<file path="config.mk">
export PLATFORM = sky130hd
export DESIGN_NAME = uart_frame_tx
export DESIGN_NICKNAME = d
export VERILOG_FILES = /design/src/rtl/uart_tx_pkg.sv /design/src/rtl/uart_tx_parity.sv /design/src/rtl/uart_tx_bittimer.sv /design/src/rtl/uart_frame_tx.sv
export SDC_FILE = /design/constraint.sdc
export NUM_CORES = 1
export LEC_CHECK = 0
export BUFFER_PORTS_ARGS = -buffer_cell sky130_fd_sc_hd__buf_2
export CORE_MARGIN = 2
export CORE_UTILIZATION = 40
export CTS_BUF_LIST = sky130_fd_sc_hd__clkbuf_8
export CTS_CLUSTER_SIZE = 16
export DETAILED_ROUTE_END_ITERATION = 10
export PLACE_DENSITY = 0.7
export SYNTH_ARGS = -nofsm -noshare
export SYNTH_HDL_FRONTEND = slang
export SYNTH_SLANG_ARGS = --single-unit
</file>
<file path="constraint.sdc">
create_clock -name clk -period 3.4 [get_ports clk]
set_clock_uncertainty 0.05 [all_clocks]
set_input_delay 0.34 -clock clk [delete_from_list [all_inputs] [get_ports clk]]
set_output_delay 0.34 -clock clk [all_outputs]
set_load 0.01 [all_outputs]
</file>
<file path="src/rtl/uart_tx_pkg.sv">
package uart_tx_pkg;

   typedef enum logic [2:0] {
      TXS_IDLE  = 3'd0,
      TXS_START = 3'd1,
      TXS_DATA  = 3'd2,
      TXS_PAR   = 3'd3,
      TXS_STOP  = 3'd4
   } txs_e;

endpackage

</file>
<file path="src/rtl/uart_tx_parity.sv">
module uart_tx_parity #(
   parameter int DW = 8,
   parameter int LW = 3
) (
   input  logic [DW-1:0] data,
   input  logic [LW-1:0] wlen,
   input  logic          even,
   output logic          par
);

   logic [DW-1:0] used;

   for (genvar i = 0; i < DW; i++) begin : g_mask
      assign used[i] = data[i] & (LW'(i) <= wlen);
   end

   assign par = even ? (^used) : ~(^used);

endmodule

</file>
<file path="src/rtl/uart_tx_bittimer.sv">
module uart_tx_bittimer #(
   parameter int OVS = 16
) (
   input  logic clk,
   input  logic rst_n,
   input  logic clear,
   input  logic run,
   input  logic tick,
   output logic bit_end
);

   localparam int CW = (OVS > 1) ? $clog2(OVS) : 1;
   localparam logic [CW-1:0] LAST = CW'(OVS - 1);

   logic [CW-1:0] cnt;

   assign bit_end = run && tick && (cnt == LAST);

   always_ff @(posedge clk or negedge rst_n) begin
      if (!rst_n) begin
         cnt <= '0;
      end else if (clear || bit_end) begin
         cnt <= '0;
      end else if (run && tick) begin
         cnt <= cnt + 1'b1;
      end
   end


   cnt_idle_zero_chk: assert property (@(posedge clk) disable iff (!rst_n)
      clear |=> (cnt == '0));

endmodule

</file>
<file path="src/rtl/uart_frame_tx.sv">
module uart_frame_tx #(
   parameter int DATA_MAX = 8,
   parameter int OVS      = 16
) (
   input  logic                         clk,
   input  logic                         rst_n,
   input  logic                         tick16,
   input  logic [$clog2(DATA_MAX)-1:0]  cfg_wlen,
   input  logic                         cfg_par_en,
   input  logic                         cfg_par_even,
   input  logic                         cfg_two_stop,
   input  logic                         cfg_hs_en,
   input  logic                         cfg_force_brk,
   input  logic                         cts,
   input  logic                         fifo_empty,
   input  logic [DATA_MAX-1:0]          fifo_data,
   output logic                         fifo_pop,
   output logic                         txd,
   output logic                         busy
);
   import uart_tx_pkg::*;

   localparam int LEN_W = $clog2(DATA_MAX);

   initial begin
      assert (DATA_MAX >= 2 && (1 << LEN_W) == DATA_MAX)
         else $error("DATA_MAX must be a power of two, at least 2");
      assert (OVS >= 2) else $error("OVS must be at least 2");
   end

   txs_e                state_q;
   logic [DATA_MAX-1:0] shreg_q;
   logic [LEN_W-1:0]    bitidx_q;
   logic [LEN_W-1:0]    wlen_q;
   logic                par_en_q;
   logic                two_stop_q;
   logic                par_bit_q;
   logic                stopidx_q;
   logic                line_q;
   logic                start_ok;
   logic                bit_end;
   logic                par_calc;

   assign start_ok = (state_q == TXS_IDLE) && !fifo_empty && (!cfg_hs_en || cts);
   assign fifo_pop = start_ok;
   assign busy     = (state_q != TXS_IDLE);
   assign txd      = cfg_force_brk ? 1'b0 : line_q;

   uart_tx_parity #(.DW(DATA_MAX), .LW(LEN_W)) u_par (
      .data (fifo_data),
      .wlen (cfg_wlen),
      .even (cfg_par_even),
      .par  (par_calc)
   );

   uart_tx_bittimer #(.OVS(OVS)) u_tmr (
      .clk     (clk),
      .rst_n   (rst_n),
      .clear   (start_ok),
      .run     (busy),
      .tick    (tick16),
      .bit_end (bit_end)
   );

   always_ff @(posedge clk or negedge rst_n) begin
      if (!rst_n) begin
         state_q    <= TXS_IDLE;
         shreg_q    <= '0;
         bitidx_q   <= '0;
         wlen_q     <= '0;
         par_en_q   <= 1'b0;
         two_stop_q <= 1'b0;
         par_bit_q  <= 1'b0;
         stopidx_q  <= 1'b0;
         line_q     <= 1'b1;
      end else if (start_ok) begin
         state_q    <= TXS_START;
         shreg_q    <= fifo_data;
         wlen_q     <= cfg_wlen;
         par_en_q   <= cfg_par_en;
         two_stop_q <= cfg_two_stop;
         par_bit_q  <= par_calc;
         line_q     <= 1'b0;
      end else if (bit_end) begin
         unique case (state_q)
            TXS_START: begin
               state_q  <= TXS_DATA;
               bitidx_q <= '0;
               line_q   <= shreg_q[0];
               shreg_q  <= shreg_q >> 1;
            end
            TXS_DATA: begin
               if (bitidx_q == wlen_q) begin
                  if (par_en_q) begin
                     state_q <= TXS_PAR;
                     line_q  <= par_bit_q;
                  end else begin
                     state_q   <= TXS_STOP;
                     stopidx_q <= 1'b0;
                     line_q    <= 1'b1;
                  end
               end else begin
                  bitidx_q <= bitidx_q + 1'b1;
                  line_q   <= shreg_q[0];
                  shreg_q  <= shreg_q >> 1;
               end
            end
            TXS_PAR: begin
               state_q   <= TXS_STOP;
               stopidx_q <= 1'b0;
               line_q    <= 1'b1;
            end
            TXS_STOP: begin
               if (stopidx_q == two_stop_q) begin
                  state_q <= TXS_IDLE;
               end else begin
                  stopidx_q <= 1'b1;
               end
               line_q <= 1'b1;
            end
            default: begin
               state_q <= TXS_IDLE;
               line_q  <= 1'b1;
            end
         endcase
      end
   end


   pop_single_chk: assert property (@(posedge clk) disable iff (!rst_n)
      fifo_pop |=> (busy && !fifo_pop));


   hs_gate_chk: assert property (@(posedge clk) disable iff (!rst_n)
      (cfg_hs_en && !cts) |-> !fifo_pop);


   start_low_chk: assert property (@(posedge clk) disable iff (!rst_n)
      fifo_pop |=> !line_q);


   idle_high_chk: assert property (@(posedge clk) disable iff (!rst_n)
      (!busy && !cfg_force_brk) |-> txd);


   brk_line_chk: assert property (@(posedge clk) disable iff (!rst_n)
      cfg_force_brk |-> !txd);

endmodule

</file>
## Word-level counts from Yosys, hierarchy flattened

Cells that the tools add are included.
Widths: inputs -> output; s select.

| word-level totals | value |
|---|---|
| output and inout bits | 3 |
| logic and storage cells | 89 |
| input bits | 21 |
| register bits after elaboration | 26 |

| cells by class | value |
|---|---|
| muxes and demuxes | 25 |
| add/subtract/negate cells | 2 |
| eq/ne operators | 14 |
| magnitude comparators | 8 |
| bitwise gates (word level) | 10 |
| reductions and logical operators | 20 |

Operator list:

| kind | number |
|---|---|
| $mux 8 | 3 |
| $mux 3 | 6 |
| $pmux 8 s2 | 1 |
| $le 3x3->1 const A | 4 |
| $pmux 3 s4 | 1 |
| $mux 1 | 9 |
| $ne 3x2->1 const B | 3 |
| $reduce_bool 3->1 | 3 |
| $and 1x1->1 | 8 |
| $mux 4 | 2 |
| $ne 2x2->1 const B | 4 |
| $reduce_xor 8->1 | 1 |
| $eq 3x2->1 const B | 2 |
| $le 1x3->1 const A | 2 |
| $le 2x3->1 const A | 2 |
| $pmux 3 s2 | 1 |
| $reduce_and 3->1 | 2 |
| $reduce_and 6->1 | 1 |
| $reduce_bool 2->1 | 3 |
| $add 4x1->4 const B | 1 |
| $eq 4x4->1 const B | 1 |
| $logic_and 1x1->1 | 4 |
| $reduce_and 4->1 | 1 |
| $add 3x1->3 const B | 1 |
| 10 further kinds | 13 |

## Logic depth before layout (Yosys ltp)

Gate-level depths: netlist of the first run.

| depth | value |
|---|---|
| depth in word-level cells | 5 |
| gate-level depth with buffers | 9 |

## Modules after synthesis

Synthesis of the first run repeated with hierarchy kept, for this count alone.

| unflattened totals | value |
|---|---|
| cells, all modules | 134 |
| area total of the unflattened synthesis | 1473.9 µm² |

Modules (own cells, without submodules):

| module | seq. area each (µm²) | cells each | area each (µm²) | instances |
|---|---|---|---|---|
| uart_frame_tx | 551.8 | 93 | 1118.6 | 1 |
| uart_tx_bittimer | 100.1 | 20 | 206.4 | 1 |
| uart_tx_parity | 0.0 | 21 | 148.9 | 1 |

## Worst setup path before layout of the first run

Ideal clock, no wire load.

| timing | value |
|---|---|
| kind | register to output |
| start | reg state_q[2] |
| end | out fifo_pop |
| arrival time | 1.692 ns |
| path buffers | 4 |
| data required time | 3.010 ns |
| path slack | 1.318 ns |
| stages on the path, launching flop included | 8 |
| cells stage by stage | dfrtp_1 -> buf_6 -> or3_1 -> buf_2 -> a211o_4 -> clkinv_4 -> buf_4 -> buf_6 |

| on the way | value |
|---|---|
| word-level cells in the longest chain between the ends | 3 |

Ends and longest elaborated chain:

| what | RTL line | text |
|---|---|---|
| start: declaration | uart_frame_tx.sv:31 | `txs_e state_q;` |
| start signal: assignment | uart_frame_tx.sv:67 | `state_q <= TXS_IDLE;` |
| start signal: assignment | uart_frame_tx.sv:77 | `state_q <= TXS_START;` |
| start signal: assignment | uart_frame_tx.sv:87 | `state_q <= TXS_DATA;` |
| $logic_not 3->1 | uart_frame_tx.sv:44 | `assign start_ok = (state_q == TXS_IDLE) && !fifo_empty && (!cfg_hs_en \|\| cts);` |
| $logic_and 1x1->1 (2 in a row) | uart_frame_tx.sv:44 |  |
| end: declaration | uart_frame_tx.sv:17 | `output logic fifo_pop,` |

No other way between the ends.

## Worst setup path in the final report of the first run

Same ends and word-level chain as after synthesis.

==> metrics.cfg, run 1 <==
[die]
top_level_pins = 24
initial_core_util_pct = 41.08
fp.dieArea_sq_mm = 0.004206
rows = 22
floorplan.die.height_um = 64.86
fp.dieW_um = 64.86
fp.coreArea_sq_mm = 0.003606

[run]
cap_viol_max_count = 0

[setup_path]
crit_type = reg2out
worst_path_required_ns = 3.01
critPathArrivalTime_ns = 2.00
critical_path.endpoint_type = output port
cp_slowest_stage_delay_ns = 0.50
cp_max_fo = 23
timing.critical_path.from_type = flop
cell_depth_of_the_worst_flop_to_flop_path = 6
setup.worst_path.end = fifo_pop
reg2reg_setup_slack_ns = 1.18
worstReg2RegStart = state_q[2]$_DFFE_PN0P_
timing.critical_path.from = state_q[2]$_DFFE_PN0P_
ordered_cell_list_for_the_critical_path = or3_1 > a211o_4 > clkinv_4 > buf_2
worst_path_max_delay_cell = sky130_fd_sc_hd__or3_1
worst_r2r_endpoint = stopidx_q$_DFFE_PN0P_

[detailed_routing]
route.vias.total = 1247
drc_errors = 0
drt_pass1_iterations = 4
dr.first_iter.drc_count = 72
route.detailed.vias_per_inst = 5.567
drt_wl_total_um = 3046
avgRoutedWirePerCell_um = 13.60
detail-route-antenna-nets = 0

[sta]
tightestPinTransition_ns = 0.9299
timing.final.hold_violations = 0
finalWorstPathRequiredPeriod_ns = 2.393
setup_repair_after_global_routing_missed_its_margin = no
timing.slew.headroom_pct = 37.88
setup-violations-final = 0
timing.setup.tns_ns = 0
post-route-period-util_pct = 70.39
maxSlewViolCount = 0
fmaxAchievable_ghz = 0.4178

[placed_design]
place.detailed.hpwl_um = 2276
gp_congestion = 0.8049
post_dp_cell_area_sq_mm = 0.001618
placement.io_buffers = 23

[finish]
area_growth_pct = 12.92
design.final.nets = 200
fillers = 356
most_common_library_cell_in_the_layout_ignoring_fill_and_taps = sky130_fd_sc_hd__nand2_1
layout.area.seq_sq_um = 651.9
area_of_combinational_cells_with_multiple_inputs_sq_um = 770.7
drive_above_1_share_pct = 19.32
antenna_cells_inserted = 0
most_frequent_cells_in_the_layout = sky130_fd_sc_hd__nand2_1, sky130_fd_sc_hd__dfrtp_1, sky130_fd_sc_hd__buf_2
postLayoutCellArea_sq_mm = 0.001673

[pwr]
share_clk_of_total_power_pct = 16.1
leakagePower_uw = 0.0008037
total_switching_power_uw = 460.3
share_seq_of_total_power_pct = 45.9
swShare_pct = 37.44
cellPowerDensity_mw_per_mm2 = 734.9
cell_internal_pwr_uw = 769.1
vdd.ir_drop.worst_mv = 0.3784
comb_power_share_pct = 37.9

[yosys]
count_of_flip_flops_with_a_built_in_enable_after_synthesis = 0
ys_types = 42
synth_async_sr_flop_share_pct = 100.0
synth.avg_cell_area_sq_um = 9.620
seq_area_frac_synth_pct = 44.00
ys.warnings.count = 0
syn_inst = 154
postSynth.topFlopCell = sky130_fd_sc_hd__dfrtp_1
synth_seq_cells = 26
synth_area_sq_mm = 0.001481
synth.net_count = 177

[clocking]
clock_sinks = 26
clkLatencyLatePin_ns = 0.27
post-cts-setup-buffer-count = 0
cts_resized = 0
cts_buffer_depth = 2
cts.hold.buffers_added = 0
cts-buffers-inserted = 3
cts.root.buffer_cell = sky130_fd_sc_hd__clkbuf_8
clock_tree.htree_level_count = 1
path_clk_slew_ns = 0.09
tritoncts = yes

[grt]
grt_pass1_vias = 1196
grt_pass1_wl_um = 5292
pin_count_of_the_biggest_net_entering_global_routing = 27
grt_remaining_overflow = 0
total_grt_usage_pct = 15.98
antenna_found_initial = 0

[min_path]
min-delay-path-class = in2async

[status]
outcome = finished, final reports clean

## layout make-up
type,count,share of cell area (%)
clock buffer,4,3.291
sequential,26,38.97
tap,48,3.590
multi-input combinational,119,46.07
inverter,4,1.197
timing repair buffer,23,6.881
## worst min path at each step
| stage | startpoint | endpoint | slack [ns] | cells after the start |
|---|---|---|---|---|
| after global routing | rst_n | u_tmr.cnt[0]$_DFFE_PN0P_ | 0.05 | 1 |
| after global placement | rst_n | u_tmr.cnt[1]$_DFFE_PN0P_ | 0.32 | 1 |
| after detailed placement | rst_n | u_tmr.cnt[0]$_DFFE_PN0P_ | 0.33 | 1 |
| after floorplan | rst_n | bitidx_q[0]$_DFFE_PN0P_ | -0.006 | 0 |
| after CTS | rst_n | u_tmr.cnt[0]$_DFFE_PN0P_ | 0.03 | 1 |
| final | rst_n | u_tmr.cnt[1]$_DFFE_PN0P_ | 0.009 | 1 |
## flip-flops by register name (all words and copies together), names as in the netlist, 3 cells and up
register,count
state_q,3
wlen_q,3
shreg_q,8
u_tmr.cnt,4
bitidx_q,3
## power groups by stage
stage          clock network [uW]  logic (uW)  registers (uW)
6_report                      198         466             565
3_5_place_dp                    0         471             570
4_1_cts                       205         475             564
5_1_grt                       217         535             586
3_3_place_gp                    0         450             561
2_1_floorplan                   0         388             532
## through the flow
stage | hold slack [ns] | std cells | worst slack (ns) | utilization, % | power, uW
after floorplan | -0.005591 | 154 | 1.318 | - | 920.8
after global placement | 0.3179 | 220 | 1.249 | 44.86 | 1012
after detailed placement | 0.3274 | 220 | 1.208 | 44.86 | 1041
after CTS | 0.03402 | 224 | 1.001 | 46.39 | 1243
after global routing | 0.05396 | 224 | 0.9106 | 46.39 | 1338
final | 0.009248 | 224 | 1.007 | 46.39 | 1229
## critical path, delay by kind of cell, from the launching register on
family	cells	cell delay [ns]
DFF	1	0.48
AOI/OAI and AO/OA	1	0.40
and+or+nand+nor	1	0.50
buffers and inverters	2	0.35
## cell usage after synthesis (3+ instances only)
| cell type | instances | share of area (%) |
|---|---|---|
| sky130_fd_sc_hd__nor2b_1 | 4 | 1.7 |
| sky130_fd_sc_hd__a31oi_1 | 3 | 1.3 |
| sky130_fd_sc_hd__nor2_1 | 8 | 2.0 |
| sky130_fd_sc_hd__nand2b_1 | 4 | 1.7 |
| sky130_fd_sc_hd__nand3_1 | 4 | 1.4 |
| sky130_fd_sc_hd__or3_1 | 3 | 1.3 |
| sky130_fd_sc_hd__a21oi_1 | 7 | 2.4 |
| sky130_fd_sc_hd__nand2_1 | 30 | 7.6 |
| sky130_fd_sc_hd__inv_1 | 3 | 0.76 |
| sky130_fd_sc_hd__a21o_1 | 10 | 5.1 |
| sky130_fd_sc_hd__a22o_1 | 8 | 4.7 |
| sky130_fd_sc_hd__o21ai_0 | 4 | 1.4 |
| sky130_fd_sc_hd__dfrtp_1 | 25 | 42 |
| sky130_fd_sc_hd__xnor2_1 | 5 | 3.0 |
## per-layer routing
metal	vias to the layer above	part of all wire, %	GRT usage [%]
met5	-	0	0
met4	0	1.6	5.585
met3	6	3.9	2.778
met2	32	50	27.71
met1	613	45	19.91
li1	596	-	-
## cell families after synthesis
logic type / count (synthesis) / synth area share (%)
and+or+nand+nor: 63 / 20.78
muxes: 2 / 1.436
xor gates and xnor gates: 7 / 4.139
DFF: 26 / 44.00
buffers and inverters: 9 / 3.969
AOI/OAI and AO/OA: 45 / 23.99
adders and majority gates: 2 / 1.689
Power figures use the tool's default switching activity.
==> inputs of run 2 (changes only) <==
PLACE_DENSITY = 0.72   (was 0.7)
clock period = 1.95 ns   (was 3.4 ns; I/O delays follow)
==> run 2 against run 1 <==
Routed wire length is 2.1% lower; clock power is 76% higher; final area is 5.1% higher; flip-flop and latch count stayed put; cell count is 4.9% higher; global-route usage is 0.58 points lower; critical endpoint unchanged; highest routed layer unchanged.
==> metrics.cfg, run 2 (same netlist as run 1, synthesis figures left out) <==
[setup_path]
critPathArrivalTime_ns = 1.62
crit_type = reg2out
reg2reg_setup_slack_ns = 0.15
worst_path_required_ns = 1.70
critical_path.endpoint_type = output port
timing.critical_path.from_type = flop
cp_max_fo = 9

[clocking]
cts-buffers-inserted = 3
clock_tree.htree_level_count = 1
clkLatencyLatePin_ns = 0.27
path_clk_slew_ns = 0.09
post-cts-setup-buffer-count = 0
cts.root.buffer_cell = sky130_fd_sc_hd__clkbuf_8
tritoncts = yes
cts_buffer_depth = 2
clock_sinks = 26

[grt]
grt_pass1_wl_um = 5057
grt_remaining_overflow = 0
pin_count_of_the_biggest_net_entering_global_routing = 27
grt_pass1_vias = 1137
antenna_found_initial = 0
total_grt_usage_pct = 15.40

[sta]
setup_repair_after_global_routing_missed_its_margin = no
setup-violations-final = 0
tightestPinTransition_ns = 0.5860
fmaxAchievable_ghz = 0.5365
finalWorstPathRequiredPeriod_ns = 1.864
timing.setup.tns_ns = 0
timing.final.hold_violations = 0
timing.slew.headroom_pct = 60.94
post-route-period-util_pct = 95.58
maxSlewViolCount = 0

[detailed_routing]
detail-route-antenna-nets = 0
avgRoutedWirePerCell_um = 12.69
drt_pass1_iterations = 3
dr.first_iter.drc_count = 68
drc_errors = 0
drt_wl_total_um = 2981
route.detailed.vias_per_inst = 5.162
route.vias.total = 1213

[placed_design]
place.detailed.hpwl_um = 2251
gp_congestion = 0.7556
dp.cells = 230
placement.io_buffers = 23
post_dp_cell_area_sq_mm = 0.001693

[pwr]
vdd.ir_drop.worst_mv = 0.4214
cellPowerDensity_mw_per_mm2 = 1266
leakagePower_uw = 0.0008562

[finish]
most_frequent_cells_in_the_layout = sky130_fd_sc_hd__nand2_1, sky130_fd_sc_hd__dfrtp_1, sky130_fd_sc_hd__buf_2
most_common_library_cell_in_the_layout_ignoring_fill_and_taps = sky130_fd_sc_hd__nand2_1
largest_register = shreg_q
postLayoutCellArea_sq_mm = 0.001758
drive_above_1_share_pct = 23.53
design.final.nets = 211
reg.largest.list = shreg_q: 8 flops, u_tmr.cnt: 4 flops
area_growth_pct = 18.67
largest_register_ffs = 8
antenna_cells_inserted = 0
fin_cells = 235

[die]
initial_core_util_pct = 41.08
fp.dieArea_sq_mm = 0.004206
fp.dieW_um = 64.86
top_level_pins = 24
fp.coreArea_sq_mm = 0.003606
rows = 22
floorplan.die.height_um = 64.86

[run]
cap_viol_max_count = 0

[min_path]
min-delay-path-class = in2reg

[status]
outcome = finished, final reports clean

==> run 2: worst paths after layout <==
| kind | start | end | cells past startpoint |
|---|---|---|---|
| worst max-delay path | state_q[2]$_DFFE_PN0P_ | fifo_pop | 4 |
| worst min-delay path | cfg_par_en | par_en_q$_DFFE_PN0P_ | 3 |
| worst max register to register | state_q[2]$_DFFE_PN0P_ | stopidx_q$_DFFE_PN0P_ | 6 |
| worst min register to register | shreg_q[4]$_DFFE_PN0P_ | shreg_q[4]$_DFFE_PN0P_ | 1 |
| max in group asynchronous | rst_n | shreg_q[6]$_DFFE_PN0P_ | 2 |
| min in group asynchronous | rst_n | u_tmr.cnt[2]$_DFFE_PN0P_ | 2 |
==> run 2: critical path, cell delays in order, from the launching register on <==
cell and delay (ns):
sky130_fd_sc_hd__dfrtp_1 0.41, sky130_fd_sc_hd__or3_1 0.41, sky130_fd_sc_hd__a211o_4 0.30, sky130_fd_sc_hd__clkinv_4 0.10, sky130_fd_sc_hd__buf_2 0.14
==> run 2: power by group <==
group | switching [uW] | internal [uW] | total, uW
Clock | 169 | 181 | 349
Combinational | 462 | 462 | 923
Sequential | 177 | 776 | 952
==> run 2: layer usage <==
| layer | global-route usage [%] | up-vias | wire length, um |
|---|---|---|---|
| met5 | 0 | - | 0 |
| met4 | 4.787 | 0 | 35 |
| met3 | 2.257 | 5 | 121 |
| met2 | 26.29 | 26 | 1421 |
| met1 | 20.04 | 561 | 1402 |
| li1 | - | 621 | - |
==> run 2: layout make-up <==
| type | instances | area [sq um] |
|---|---|---|
| inverters | 4 | 20.02 |
| fillers | 365 | 1848 |
| well taps | 48 | 60.06 |
| clock buffers | 4 | 55.05 |
| multi-input cells | 119 | 770.7 |
| repair buffers | 34 | 200.2 |
| flip-flops and latches | 26 | 651.9 |
==> run 2: repair_timing <==
item,4_1_cts,5_1_grt
hold endpoints to repair,25,0
hold buffers,1,0
gates resized for setup,0,0
==> run 2: through the flow <==
| step | setup WS (ns) | utilization, % | hold slack, ns | power (uW) |
|---|---|---|---|---|
| after floorplan | 0.01816 | - | -0.1506 | 1605 |
| after global placement | 0.1819 | 46.95 | 0.1801 | 1867 |
| after detailed placement | 0.1485 | 46.95 | 0.1786 | 1893 |
| after CTS | 0.07270 | 48.75 | 0.05553 | 2251 |
| after global routing | 0.02478 | 48.75 | 0.05672 | 2419 |
| final | 0.08610 | 48.75 | 0.05736 | 2225 |
